## config.mk

```make
export PLATFORM = sky130hd
export DESIGN_NAME = dec_branch_hazard
export DESIGN_NICKNAME = d
export VERILOG_FILES = /design/src/rtl/dec_branch_hazard.sv
export SDC_FILE = /design/constraint.sdc
export NUM_CORES = 1
export LEC_CHECK = 0
export BUFFER_PORTS_ARGS = -buffer_cell sky130_fd_sc_hd__buf_2
export CAP_MARGIN = 20
export CELL_PAD_IN_SITES_DETAIL_PLACEMENT = 0
export CELL_PAD_IN_SITES_GLOBAL_PLACEMENT = 1
export CORE_UTILIZATION = 24
export DETAILED_ROUTE_END_ITERATION = 7
export PLACE_DENSITY_LB_ADDON = 0.1
export RECOVER_POWER = 50
export SLEW_MARGIN = 10
export SYNTH_ARGS = -nofsm -noshare
export SYNTH_HDL_FRONTEND = slang
export SYNTH_SLANG_ARGS = --single-unit
```

## constraint.sdc

```tcl
create_clock -name vclk -period 1.2
set_input_delay 0.12 -clock vclk [all_inputs]
set_output_delay 0.12 -clock vclk [all_outputs]
set_load 0.1 [all_outputs]
```

## src/rtl/dec_branch_hazard.sv

```systemverilog
module dec_branch_hazard #(
  parameter int REG_AW = 5
) (
  input  logic              id_branch,
  input  logic [REG_AW-1:0] id_src_a,
  input  logic [REG_AW-1:0] id_src_b,
  input  logic              ex_wr,
  input  logic [REG_AW-1:0] ex_dst,
  input  logic              mem_wr,
  input  logic              mem_is_load,
  input  logic [REG_AW-1:0] mem_dst,
  input  logic              wb_wr,
  input  logic [REG_AW-1:0] wb_dst,
  output logic              pc_write,
  output logic              ifid_write,
  output logic              idex_zero,
  output logic [1:0]        cmp_sel_a,
  output logic [1:0]        cmp_sel_b
);
  localparam logic [1:0] SEL_RF    = 2'd0;
  localparam logic [1:0] SEL_EXMEM = 2'd1;
  localparam logic [1:0] SEL_MEMWB = 2'd2;

  function automatic logic hit(input logic wr, input logic [REG_AW-1:0] dst,
                               input logic [REG_AW-1:0] src);
    return wr && (dst != '0) && (dst == src);
  endfunction

  function automatic logic [1:0] pick(input logic mem_h, input logic mem_ld,
                                      input logic wb_h);
    if (mem_h && !mem_ld) return SEL_EXMEM;
    if (wb_h && !mem_h)   return SEL_MEMWB;
    return SEL_RF;
  endfunction

  logic ex_hit_a, ex_hit_b, mem_hit_a, mem_hit_b, wb_hit_a, wb_hit_b;
  logic stall;

  assign ex_hit_a  = hit(ex_wr,  ex_dst,  id_src_a);
  assign ex_hit_b  = hit(ex_wr,  ex_dst,  id_src_b);
  assign mem_hit_a = hit(mem_wr, mem_dst, id_src_a);
  assign mem_hit_b = hit(mem_wr, mem_dst, id_src_b);
  assign wb_hit_a  = hit(wb_wr,  wb_dst,  id_src_a);
  assign wb_hit_b  = hit(wb_wr,  wb_dst,  id_src_b);

  assign stall = id_branch &&
                 (ex_hit_a || ex_hit_b || (mem_is_load && (mem_hit_a || mem_hit_b)));

  assign pc_write   = !stall;
  assign ifid_write = !stall;
  assign idex_zero  = stall;

  assign cmp_sel_a = pick(mem_hit_a, mem_is_load, wb_hit_a);
  assign cmp_sel_b = pick(mem_hit_b, mem_is_load, wb_hit_b);
endmodule

```

==> results of run 1 <==
-- area by class of cell --
| cell class | count | area (um^2) |
|---|---|---|
| fill | 137 | 504.2 |
| timing repair buffer | 64 | 579.3 |
| multi-input combinational | 57 | 630.6 |
| tap | 25 | 31.28 |
-- worst min-delay path by stage --
stage,slack (ns),endpoint,depth (start not counted)
2_1_floorplan,0.35,cmp_sel_a[0],1
3_3_place_gp,0.66,cmp_sel_b[0],4
3_5_place_dp,0.66,cmp_sel_b[0],4
4_1_cts,0.66,cmp_sel_a[0],4
5_1_grt,0.68,cmp_sel_b[0],4
6_report,0.66,cmp_sel_b[0],4
-- per-layer routing --
metal  track usage  vias up
li1              -      339
met1        0.2134      291
met2        0.3565       21
met3      0.004000        0
met4             0        0
met5             0        -
-- power by group through the flow --
stage                     Clock [mW]  Combinational, mW  Sequential, mW
final                              0              0.433               0
after floorplan                    0              0.190               0
after CTS                          0              0.395               0
after detailed placement           0              0.363               0
after global routing               0              0.463               0
after global placement             0              0.358               0
-- cell families (layout without fill, tap and decap cells) --
group / Yosys count / count (layout)
compound gates: 9 / 9
xor+xnor: 30 / 30
buf+inv: 1 / 64
simple gates: 18 / 18
-- per-stage QoR --
stage                     utilization  worst slack, ns  instance area, um^2
final                          0.7111          -0.3787                 1241
after global routing           0.7111          -0.3999                 1241
after CTS                      0.6480          -0.4245                 1131
after detailed placement       0.5878          -0.4304                 1026
after global placement         0.5878          -0.4050                 1026
after floorplan                     -          -0.5196                611.8
-- synth_stat cells, drive strengths merged --
| cell | number |
|---|---|
| buf | 1 |
| nor2 | 1 |
| o21ai | 2 |
| o32a | 1 |
| o32ai | 1 |
| o21a | 1 |
| nand2 | 1 |
| nand3 | 5 |
| xnor2 | 15 |
| nor4 | 2 |
| a21oi | 2 |
| a31oi | 1 |
| or4 | 3 |
| o211ai | 1 |
| nor3 | 4 |
| xor2 | 15 |
| nor3b | 2 |
-- timing repair --
action	4_1_cts	5_1_grt
pin swaps	6	16
resized for setup	19	28
setup endpoints to repair	7	7
setup buffers	5	4
==> flow_summary.ini, run 1 <==
[yosys]
netlist_instances = 58
avgSynthCellArea_um2 = 7.766
synth.distinct_cells = 20
synthTopCellsByArea = xnor2_1, xor2_1, nand3_1
ys_warn_count = 0
synth_mux_area_frac = 0
synth_top_area_frac = 0.2917
synth_nets = 88
netlist_area_um2 = 450.4
synth_area_leader_cell = xnor2_1
synth_xor_area_frac = 0.5833
ys_seq_area_frac = 0
synthAdderAreaFrac = 0
synth_top_family_by_area = XOR/XNOR gates
synth-compound-area-share = 0.1417
yosys.area_share.simple = 0.2583

[placement]
gp_congestion = 0.8020
dp_hpwl_um = 1449
port_buffers = 37
place_inst = 138

[drt]
vias = 651
drcViolationCount = 0
wl_met3_um = 52
wl_met1_um = 607
first_pass_iters = 4
wirelength_um = 1687
antenna_left = 0
dr.max_layer_used = met3
routedWlPerCell_um = 11.55
drt_iter0_markers = 2
vias_per_cell = 4.459
wl_met2_um = 1027

[setup_path]
cp-start-kind = input pin
path_class = input pin to output pin
end_kind = output pin
cp_max_fo = 3
cpLargestDelayFamily = simple AND/OR/NAND/NOR gates
cp.depth = 6
crit_path_start = mem_dst[1]
worstPathCellList = buf_8 -> or4_4 -> buf_6 -> o21a_4 -> a21oi_4 -> buf_12
slowest_delay_ns = 0.56
critPathBufInv = 3
worstPathArrival_ns = 1.46
crit_path_top_delay_cell = or4_4
required_ns = 1.08
endpoint = cmp_sel_a[1]

[timing]
fin_ws_ns = -0.3787
fin_hold_ws_ns = 0.6641
period_needed_ns = 1.579
max_freq_mhz = 633.4
fin_crit_sh = 1.316
finalSetupTns_ns = -2.311
finalHoldViolCount = 0
tightest_slew_ns = 0.2877
setup_viol = 7
maxSlewViolCount = 0
rsz0062_at_grt = true
max_slew_margin = 0.8064

[grt]
antenna_found_initial = 0
grt_max_degree = 5
grt-ovfl-total = 0
grt_pass1_vias = 635
globalRouteTotalUtil = 0.1757
grt_pass1_wl_um = 2697

[pwr]
pwr-share-comb = 1.000
switchingPower_mw = 0.2005
vdd_drop_max_mv = 0.1929
power_mw = 0.4331
leakage_nw = 0.5379
p_int_mw = 0.2326
clock_power_share = 0
pwr-share-seq = 0
p_sw_frac = 0.4629
p_per_area_mw_per_mm2 = 348.9

[clocking]
cts-hold-fix-buffers = 0

[flow_run]
cap_violations = 0

[finish]
final_layout_size_suffix_gt1_frac = 0.7107
fin_nets = 153
final_common_cell = buf_4
clkbuf_count = 0
nFlopsAndLatches = 0
final_cell_mix = buf_4, buf_2, xor2_1
stdcell_count = 146
diodes = 0
area.sequential_um2 = 0
area_growth_pct = 175.6

[status]
violations = negative setup slack
outcome = complete, but fails checks

[floorplan]
start_util = 0.2581
fp.dieH_um = 45.32
die_area_mm2 = 0.002054
core_mm2 = 0.001745
top_level_ports = 37
num_rows = 15
die_x_um = 45.32

[hold_path]
min_from = mem_is_load
hp-class = input pin to output pin
Note: power is estimated with default switching activity, not from simulation.
==> run 2, diff against run 1 <==
--- a/config.mk
+++ b/config.mk
@@ -9,6 +9,7 @@
 export CAP_MARGIN = 20
 export CELL_PAD_IN_SITES_DETAIL_PLACEMENT = 0
 export CELL_PAD_IN_SITES_GLOBAL_PLACEMENT = 1
+export CORE_MARGIN = 1.5
 export CORE_UTILIZATION = 24
 export DETAILED_ROUTE_END_ITERATION = 7
 export PLACE_DENSITY_LB_ADDON = 0.1
==> run 2 against run 1 <==
  * Via count fell by 2.6%
  * The run still ends with negative setup slack left
  * Combinational power shrank 5.8%
  * Flip-flop and latch count stayed put
  * Critical path depth unchanged
  * Core utilization down 3.9 points
  * Setup slack improved by 0.0068 ns
  * Power shrank 5.8%
  * Clock-buffer cell count is the same
  * Wire length down 7.1%
==> flow_summary.ini, run 2 (synthesis gave the netlist of run 1 again) <==
[grt]
grt_pass1_vias = 600
met2_usage = 0.3250
grt_max_degree = 5
antenna_found_initial = 0
globalRouteTotalUtil = 0.1663
met1_usage = 0.2130
grt_util_met3 = 0
grt-ovfl-total = 0
grt_pass1_wl_um = 2642
busiest_layer = met2

[drt]
drcViolationCount = 0
vias_per_cell = 4.496
wirelength_um = 1567
first_pass_iters = 3
antenna_left = 0
drt_iter0_markers = 3
vias = 634
routedWlPerCell_um = 11.11

[floorplan]
core_mm2 = 0.001745
num_rows = 15
top_level_ports = 37
die_area_mm2 = 0.002146
start_util = 0.2581
fp.dieH_um = 46.32
die_x_um = 46.32

[finish]
final_util = 0.6724
nFlopsAndLatches = 0
final_cell_mix = buf_2, buf_4, xor2_1
final_common_cell = buf_2
clkbuf_count = 0
final_layout_size_suffix_gt1_frac = 0.7241
stdcell_count = 141
diodes = 0
area.sequential_um2 = 0
fillCellCount = 158
area_growth_pct = 160.6
fin_nets = 148

[setup_path]
cp-start-kind = input pin
cp_max_fo = 3
worstPathCellList = buf_8 -> or4_4 -> buf_6 -> o21a_4 -> a21oi_4 -> buf_12
required_ns = 1.08
critPathBufInv = 3
crit_path_top_delay_cell = or4_4
crit_path_start = mem_dst[1]
slowest_delay_ns = 0.55
worstPathArrival_ns = 1.45
cp.depth = 6
cpLargestDelayFamily = simple AND/OR/NAND/NOR gates
end_kind = output pin
path_class = input pin to output pin

[timing]
finalHoldViolCount = 0
period_needed_ns = 1.572
setup_viol = 7
rsz0062_at_grt = true
tightest_slew_ns = 0.2556
fin_crit_sh = 1.310
maxSlewViolCount = 0
fin_ws_ns = -0.3719
max_freq_mhz = 636.2
fin_hold_ws_ns = 0.6830
max_slew_margin = 0.8280

[pwr]
pwr-share-seq = 0
pwr-share-comb = 1.000
clock_power_share = 0
p_int_mw = 0.2103
switchingPower_mw = 0.1976
leakage_nw = 0.5025
p_per_area_mw_per_mm2 = 347.5
p_sw_frac = 0.4845
vdd_drop_max_mv = 0.1898

[placement]
place_inst = 137
gp_congestion = 0.7593
port_buffers = 37
dp_hpwl_um = 1401

[status]
outcome = complete, but fails checks
violations = negative setup slack

[clocking]
cts-hold-fix-buffers = 0

[hold_path]
min_from = mem_is_load
hp-class = input pin to output pin
min_path_cells = 4

[flow_run]
cap_violations = 0
## run 2: cell count changes in the layout (fill, tap and decap cells not counted), sizes merged
cell | previous run | this run
buf | 64 | 59
## run 2: layout make-up
class	count	area [um^2]	area share
multi-input combinational	57	634.4	0.5405
tap	25	31.28	0.02665
timing repair buffer	59	508.0	0.4328
## run 2: power groups by stage
stage / combinational (mW) / sequential, mW / clock (mW)
after detailed placement: 0.358 / 0 / 0
final: 0.408 / 0 / 0
after global placement: 0.355 / 0 / 0
after CTS: 0.381 / 0 / 0
after floorplan: 0.190 / 0 / 0
after global routing: 0.441 / 0 / 0
## run 2: path summary, 6_finish.rpt
check	endpoint	slack, ns
hold / removal	cmp_sel_b[0]	0.68
setup / recovery	cmp_sel_b[1]	-0.37
## run 2: stage by stage
| step | worst slack [ns] | cell area (um^2) | total power, mW | setup TNS, ns |
|---|---|---|---|---|
| after floorplan | -0.5196 | 611.8 | 0.1904 | -2.714 |
| after global placement | -0.4386 | 1003 | 0.3548 | -2.778 |
| after detailed placement | -0.4382 | 1003 | 0.3580 | -2.854 |
| after CTS | -0.4148 | 1092 | 0.3814 | -2.293 |
| after global routing | -0.4003 | 1174 | 0.4406 | -2.497 |
| final | -0.3719 | 1174 | 0.4079 | -2.194 |
## run 2: routing by layer
metal / vias to the layer above / wire [um]
li1: 328 / -
met1: 285 / 646
met4: 0 / 0
met5: - / 0
met3: 0 / 58
met2: 21 / 862
## run 2: repair_timing
item,CTS,global route
pin swaps,5,12
buffers inserted,3,1
setup endpoints to repair,7,7
cloned,0,0
resized for setup,19,21
## run 2: tightest hold or removal path, stage by stage
cell	delay [ns]
buf_2	0.10
buf_4	0.14
nor3b_4	0.05
buf_12	0.16
==> run 3, diff against run 2 <==
--- a/config.mk
+++ b/config.mk
@@ -7,12 +7,10 @@
 export LEC_CHECK = 0
 export BUFFER_PORTS_ARGS = -buffer_cell sky130_fd_sc_hd__buf_2
 export CAP_MARGIN = 20
-export CELL_PAD_IN_SITES_DETAIL_PLACEMENT = 0
-export CELL_PAD_IN_SITES_GLOBAL_PLACEMENT = 1
-export CORE_MARGIN = 1.5
-export CORE_UTILIZATION = 24
+export CORE_AREA = 2 2 39 41
 export DETAILED_ROUTE_END_ITERATION = 7
-export PLACE_DENSITY_LB_ADDON = 0.1
+export DIE_AREA = 0 0 41 43
+export PLACE_DENSITY = 0.74
 export RECOVER_POWER = 50
 export SLEW_MARGIN = 10
 export SYNTH_ARGS = -nofsm -noshare
==> run 3 against run 2 <==
  * The run still ends with negative setup slack left
  * Setup slack better by 0.0045 ns
  * Non-clock buffer count down 4
  * Sequential share of layout area unchanged
  * Final area down 6.2%
  * Via count up 1.9%
  * First-iteration DRC count unchanged
  * Critical path depth unchanged
  * Hold slack worse by 0.021 ns
  * Global-route usage up 6.2 points
  * Power down 3.9%
  * Combinational power down 4%
  * Wire length up 9.1%
==> flow_summary.ini, run 3 (synthesis gave the netlist of run 1 again) <==
[status]
outcome = complete, but fails checks
violations = negative setup slack

[setup_path]
cp-start-kind = input pin
end_kind = output pin
crit_path_top_delay_cell = or4_4
cp_max_fo = 2
worstPathCellList = buf_8 -> or4_4 -> buf_6 -> o21a_4 -> a21oi_4 -> buf_12
worstPathArrival_ns = 1.45
path_class = input pin to output pin
slowest_delay_ns = 0.56
required_ns = 1.08

[pwr]
vdd_drop_max_mv = 0.2170
leakage_nw = 0.4737
p_per_area_mw_per_mm2 = 356.1

[finish]
nFlopsAndLatches = 0
fin_nets = 144
final_util = 0.7957
clkbuf_count = 0
final_cell_mix = buf_2, xor2_1, buf_4
final_common_cell = buf_2
area.sequential_um2 = 0
area_growth_pct = 144.4
final_layout_size_suffix_gt1_frac = 0.6696
diodes = 0
design_area_mm2 = 0.001101

[grt]
grt_pass1_vias = 695
grt_max_degree = 5
antenna_found_initial = 0
globalRouteTotalUtil = 0.2287
grt-ovfl-total = 0
grt_pass1_wl_um = 2849

[flow_run]
cap_violations = 0

[timing]
rsz0062_at_grt = true
maxSlewViolCount = 0
finalHoldViolCount = 0
tightest_slew_ns = 0.3472
max_freq_mhz = 638.0
finalSetupTns_ns = -2.233
setup_viol = 7
fin_crit_sh = 1.306
fin_ws_ns = -0.3673
period_needed_ns = 1.567
max_slew_margin = 0.7674

[floorplan]
top_level_ports = 37
core_mm2 = 0.001384
fp.dieH_um = 43
start_util = 0.3255
die_area_mm2 = 0.001763
num_rows = 14
die_x_um = 41

[hold_path]
hp-class = input pin to output pin

[clocking]
cts-hold-fix-buffers = 0

[drt]
wirelength_um = 1710
routedWlPerCell_um = 13.36
first_pass_iters = 4
drt_iter0_markers = 3
vias = 646
antenna_left = 0
drcViolationCount = 0
vias_per_cell = 5.047

[placement]
place_area_um2 = 992.2
dp_hpwl_um = 1509
gp_congestion = 0.8534
port_buffers = 37
run 3: what timing repair did:
action                     in CTS  in global routing
gates resized for setup        19                  7
setup buffers                   2                  0
pin swaps                       4                  3
setup endpoints to repair       7                  7
cloned                          0                  0
run 3: final cells by class:
class	instances	area (um^2)
multi-input cells	57	605.6
repair buffers	55	475.5
fillers	93	282.8
well taps	16	20.02
run 3: final timing paths:
path	cells past startpoint	slack [ns]	to	startpoint
max	6	-0.37	cmp_sel_a[1]	mem_dst[1]
min	4	0.66	cmp_sel_a[0]	mem_is_load
run 3: power by group:
part           switching, mW  leakage, nW  internal (mW)  total [mW]
Combinational          0.195        0.474          0.197       0.392
Clock                      0            0              0           0
Sequential                 0            0              0           0
run 3: critical path, delay by kind of cell:
family	cells	cell delay [ns]
AND/OR/NAND/NOR	1	0.56
AO/OA/AOI/OAI	2	0.35
buffers and inverters	3	0.42
run 3: per-layer routing:
layer / vias to the layer above / share of wire / GRT usage
li1: 319 / - / -
met1: 294 / 0.35 / 0.2468
met2: 31 / 0.59 / 0.4594
met3: 2 / 0.049 / 0
met4: 0 / 0.016 / 0.02667
met5: - / 0 / 0
run 3: through the flow:
step                cells  setup slack (ns)  hold WS, ns  total power, mW
floorplan              58           -0.5196       0.3498           0.1904
global placement      126           -0.3991       0.6612           0.3468
detailed placement    126           -0.4205       0.6709           0.3597
CTS                   128           -0.3688       0.6716           0.3832
global route          128           -0.4006       0.6849           0.4197
finish                128           -0.3673       0.6623           0.3921
